`src/rtl/rstc_pkg.sv`:
```
package rstc_pkg;
  localparam int CAUSE_W = 6;
  localparam int B_POR = 0;
  localparam int B_BOD = 1;
  localparam int B_WDT = 2;
  localparam int B_SWR = 3;
  localparam int B_BRK = 4;
  localparam int B_PIN = 5;
  typedef logic [CAUSE_W-1:0] cause_t;
  localparam cause_t POR_CAUSE = cause_t'((1 << B_POR) | (1 << B_BOD));
endpackage

```
`src/rtl/rstc_sync.sv`:
```
module rstc_sync #(
  parameter int  STAGES = 2,
  parameter bit  INIT   = 1'b1
) (
  input  logic clk,
  input  logic arst,
  input  logic d,
  output logic q
);
  logic [STAGES-1:0] chain;

  always_ff @(posedge clk or posedge arst) begin
    if (arst) chain <= {STAGES{INIT}};
    else      chain <= {chain[STAGES-2:0], d};
  end

  assign q = chain[STAGES-1];
endmodule

```
`src/rtl/rstc_stretch.sv`:
```
module rstc_stretch #(
  parameter int HOLD = 16
) (
  input  logic clk,
  input  logic por_req,
  input  logic src_any,
  output logic sys_rst,
  output logic por_phase
);
  localparam int CNT_W = $clog2(HOLD + 1);

  logic [CNT_W-1:0] cnt;
  logic             last_edge;

  // load on any request, count down once all are gone
  always_ff @(posedge clk or posedge src_any) begin
    if (src_any) begin
      cnt     <= CNT_W'(HOLD);
      sys_rst <= 1'b1;
    end else if (cnt != '0) begin
      cnt     <= cnt - 1'b1;
      sys_rst <= (cnt > CNT_W'(1));
    end
  end

  assign last_edge = (cnt == CNT_W'(1)) && !src_any;

  // power-on phase ends with the first reset release
  always_ff @(posedge clk or posedge por_req) begin
    if (por_req)        por_phase <= 1'b1;
    else if (last_edge) por_phase <= 1'b0;
  end
endmodule

```
`src/rtl/rstc_cause.sv`:
```
module rstc_cause
  import rstc_pkg::*;
(
  input  logic   clk,
  input  logic   por_req,
  input  cause_t set_vec,
  input  logic   clr_we,
  input  cause_t clr_data,
  output cause_t cause
);
  for (genvar i = 0; i < CAUSE_W; i++) begin : g_flag
    always_ff @(posedge clk or posedge por_req) begin
      if (por_req)                     cause[i] <= POR_CAUSE[i];
      else if (set_vec[i])             cause[i] <= 1'b1;
      else if (clr_we && !clr_data[i]) cause[i] <= 1'b0;
    end
  end
endmodule

```
`src/rtl/rstc_top.sv`:
```
module rstc_top
  import rstc_pkg::*;
#(
  parameter int HOLD = 16
) (
  input  logic               clk,
  input  logic               por_req,
  input  logic               bod_req,
  input  logic               wdt_req,
  input  logic               swr_req,
  input  logic               brk_req,
  input  logic               pin_mode_rst,
  input  logic               pin_io,
  input  logic               clr_we,
  input  logic [CAUSE_W-1:0] clr_data,
  output logic               sys_rst,
  output logic               pin_gpi,
  output logic [CAUSE_W-1:0] cause
);
  logic   por_phase;
  logic   pin_is_rst;
  logic   pin_sync;
  logic   src_any;
  cause_t set_vec;

  assign pin_is_rst = pin_mode_rst | por_phase;
  assign src_any    = por_req | bod_req | wdt_req | swr_req | brk_req
                    | (pin_is_rst & ~pin_io);

  rstc_sync #(.STAGES(2), .INIT(1'b1)) u_pin_sync (
    .clk  (clk),
    .arst (por_req),
    .d    (pin_io),
    .q    (pin_sync)
  );

  rstc_stretch #(.HOLD(HOLD)) u_stretch (
    .clk       (clk),
    .por_req   (por_req),
    .src_any   (src_any),
    .sys_rst   (sys_rst),
    .por_phase (por_phase)
  );

  always_comb begin
    set_vec        = '0;
    set_vec[B_BOD] = bod_req;
    set_vec[B_WDT] = wdt_req;
    set_vec[B_SWR] = swr_req;
    set_vec[B_BRK] = brk_req;
    set_vec[B_PIN] = pin_mode_rst & ~por_phase & ~pin_sync;
  end

  rstc_cause u_cause (
    .clk      (clk),
    .por_req  (por_req),
    .set_vec  (set_vec),
    .clr_we   (clr_we),
    .clr_data (clr_data),
    .cause    (cause)
  );

  assign pin_gpi = pin_is_rst ? 1'b1 : pin_sync;
endmodule

```
`config.mk`:
```
export PLATFORM = sky130hd
export DESIGN_NAME = rstc_top
export DESIGN_NICKNAME = d
export VERILOG_FILES = /design/src/rtl/rstc_pkg.sv /design/src/rtl/rstc_sync.sv /design/src/rtl/rstc_stretch.sv /design/src/rtl/rstc_cause.sv /design/src/rtl/rstc_top.sv
export SDC_FILE = /design/constraint.sdc
export NUM_CORES = 1
export LEC_CHECK = 0
export ABC_AREA = 1
export BUFFER_PORTS_ARGS = -buffer_cell sky130_fd_sc_hd__buf_2
export CAP_MARGIN = 15
export CORE_MARGIN = 2
export CORE_UTILIZATION = 47
export DETAILED_ROUTE_END_ITERATION = 10
export GPL_TIMING_DRIVEN = 0
export PLACE_DENSITY_LB_ADDON = 0.2
export RECOVER_POWER = 50
export SLEW_MARGIN = 20
export SYNTH_ARGS = -nofsm -noshare
export SYNTH_HDL_FRONTEND = slang
export SYNTH_SLANG_ARGS = --single-unit
```
`constraint.sdc`:
```
create_clock -name clk -period 1.1 [get_ports clk]
set_clock_uncertainty 0.15 [all_clocks]
set_input_delay 0.165 -clock clk [delete_from_list [all_inputs] [get_ports clk]]
set_output_delay 0.165 -clock clk [all_outputs]
set_load 0.03 [all_outputs]
```
==> results.json <==
{
  "outcome": "finished, violations left",
  "violations": "negative setup slack",
  "die_x_um": 42.34,
  "cpMaxStageDelayCell": "dfstp_2",
  "cp_top_family": "flip-flops",
  "internal-power_mw": 0.7900,
  "yosysWarnings": 0,
  "synth.net_count": 94,
  "wl_per_cell_um": 16.33,
  "cp.required_ns": 0.78,
  "core-area_sq_um": 1334,
  "vias": 711,
  "grt_usage": 0.2491,
  "crit_cells": 3,
  "post_drt_via_cell_ratio": 5.152,
  "dp_hpwl_um": 940.3,
  "crit_buf_inv": 1,
  "p_sw_mw": 0.2689,
  "routabilityCongestion": 0.7517,
  "setup_violations": 15,
  "grt_start_max_net_pins": 10,
  "fmax_mhz": 723.5,
  "crit_type": "register to primary output",
  "hold_class": "primary input to asynchronous set/reset pin",
  "grt_overflow": 0,
  "std_cell_rows": 13,
  "crit_fanout": 2,
  "slew_headroom": 0.7446,
  "grt_pass1_wl_um": 3263,
  "leakage_nw": 0.6035,
  "grt_pass1_vias": 706,
  "yosys_register_bits": 15,
  "tightest_slew_ns": 0.3826,
  "seq_power_share": 0.546,
  "antenna_found_initial": 0,
  "arrival_ns": 1.07,
  "final_util": 0.9062,
  "p_comb_frac": 0.142,
  "syn_area_sq_um": 690.7,
  "clock-root-buffer": "clkbuf_4",
  "synthCells": 76,
  "clock_latency_ns": 0.29,
  "die_h_um": 42.34,
  "cts_tree": "yes",
  "cpPeakStageDelay_ns": 0.55,
  "tns_ns": -2.211,
  "start_util": 0.5178,
  "synth_area_leaders": "dfrtp_1 (29%), dfstp_2 (27%), inv_1 (8.7%), o21ai_0 (6.5%), ha_1 (5.4%)",
  "h-tree-depth": 1,
  "critPathLaunchType": "register",
  "syn_area_per_cell_sq_um": 9.088,
  "ant_nets": 0,
  "rsz0062_at_grt": "true",
  "synth_cell_types": 16,
  "drt_wl_total_um": 2254,
  "clockPowerShare": 0.312,
  "worstRegToRegCells": 7,
  "synthToLayoutAreaGrowth_pct": 75.00,
  "timing.final.ws_setup_ns": -0.2821,
  "cts.path.max_buffers": 2,
  "cts_sinks": 15,
  "antenna_cells": 0,
  "powerDensity_nw_per_um2": 876.1,
  "synth_area_leader_cell": "dfrtp_1",
  "switching_share": 0.2540,
  "drc": 0,
  "peakVddDrop_uv": 1023,
  "path_clk_slew_ns": 0.10,
  "dr.first_iter.drc_count": 24,
  "drive_above_1_share": 0.5285,
  "num_io_pins": 23,
  "nFillCells": 57,
  "yosysTopAreaCellShare": 0.2899,
  "dieArea_sq_um": 1792,
  "max_cap_viol_count": 0,
  "dp_slack_ns": -0.1939,
  "path_cells": "nor2_2, nand2_1, buf_6",
  "layout_min_cycle_time_ns": 1.382,
  "worst_setup_path_end_kind": "primary output",
  "nets": 142,
  "drv_slew": 0,
  "hold_viol": 0,
  "fin_crit_sh": 1.256,
  "drtPass1Iterations": 4,
  "cts_inserted_buffers": 3,
  "ys_seq_area_frac": 0.5562,
  "portBuffers": 22
}
## final cells by class
cell class	instances	area, sq um	share of cell area
Sequential cell	15	384.1	0.3178
Timing Repair Buffer	43	356.6	0.2950
Multi-Input combinational cell	43	350.3	0.2899
Tap cell	15	18.77	0.01553
Clock buffer	4	26.28	0.02174
Inverter	18	72.57	0.06004
## tightest hold or removal path, stage by stage
cell,delay (ns)
buf_2,0.11
nor2_2,0.09
nand3_2,0.12
nor2_4,0.16
buf_6,0.15
## cells in the final DEF, fill, tap and decap left out, types with 3 or more instances in the layout
cell type	instances
nor2_1	3
nand2_1	7
buf_4	6
ha_4	3
buf_2	13
clkbuf_4	3
nand2_2	3
o21ai_1	4
inv_2	5
dfrtp_1	8
inv_1	11
dfstp_2	7
dlygate4sd3_1	13
nor2_2	3
o21ai_0	5
buf_6	10
## Yosys cell counts
master / number
a21oi_1: 3
dfrtp_1: 8
dfstp_2: 7
ha_1: 3
inv_1: 16
inv_2: 2
nand2_1: 10
nand3_1: 4
nand4_1: 1
nand4_4: 1
nor2_1: 8
nor3_1: 1
o21a_1: 1
o21ai_0: 9
o21ai_1: 1
xor2_1: 1
## power by group through the flow
| stage | Sequential (mW) | Combinational (mW) | Clock (mW) |
|---|---|---|---|
| after detailed placement | 0.584 | 0.0858 | 0 |
| after global routing | 0.579 | 0.161 | 0.365 |
| after global placement | 0.584 | 0.0843 | 0 |
| final | 0.578 | 0.151 | 0.331 |
| after floorplan | 0.605 | 0.0237 | 0 |
| after CTS | 0.577 | 0.137 | 0.322 |
## sequential cells by signal (all words and copies together), names as in the netlist
register,count
u_cause.cause,6
u_stretch.cnt,5
u_pin_sync.chain,2
u_stretch.por_phase,1
u_stretch.sys_rst,1
## through the flow
stage          cell area, sq um  hold slack [ns]  power (mW)  cells
6_report                   1209          0.01501       1.059    138
4_1_cts                    1111          0.01736       1.036    134
5_1_grt                    1209          0.02997       1.106    138
2_1_floorplan             723.2          -0.1607      0.6282     76
3_3_place_gp              852.1        -0.007469      0.6682    113
3_5_place_dp              852.1         0.003364      0.6699    113
## cell families (layout without fill, tap and decap cells)
group           Yosys count  count (layout)  synth area share
xor+xnor                  1               1           0.01268
simple gates             25              25            0.1739
fa+ha+maj                 3               3           0.05435
flops                    15              15            0.5562
buf+inv                  18              65           0.09783
compound gates           14              14            0.1051
## worst paths after layout
kind	from	endpoint	slack [ns]
setup reg to reg	u_stretch.cnt[0]$_DFFE_PP0P_	u_stretch.cnt[4]$_DFFE_PP1P_	-0.22
max in group asynchronous	brk_req	u_stretch.sys_rst$_DFFE_PP1P_	0.04
hold / removal	swr_req	u_stretch.cnt[0]$_DFFE_PP0P_	0.02
min in group clk	clr_we	u_cause.cause[0]$_DFFE_PP1P_	0.05
hold reg to reg	u_pin_sync.chain[0]$_DFF_PP1_	u_pin_sync.chain[1]$_DFF_PP1_	0.22
setup / recovery	u_stretch.por_phase$_DFFE_PP1P_	pin_gpi	-0.28
## routing by layer
metal / global-route usage / up-vias / share of wire
met5: 0 / - / 0
met4: 0.03750 / 0 / 0.028
met3: 0.03879 / 6 / 0.043
met2: 0.5169 / 29 / 0.57
met1: 0.2575 / 345 / 0.35
li1: - / 331 / -
## timing repair
action	4_1_cts	5_1_grt
hold endpoints to repair	22	7
pin swaps	5	9
endpoints found under the setup margin	15	21
buffers inserted	4	5
resized for setup	22	21
hold buffers	13	4
Power figures use the tool's default switching activity.
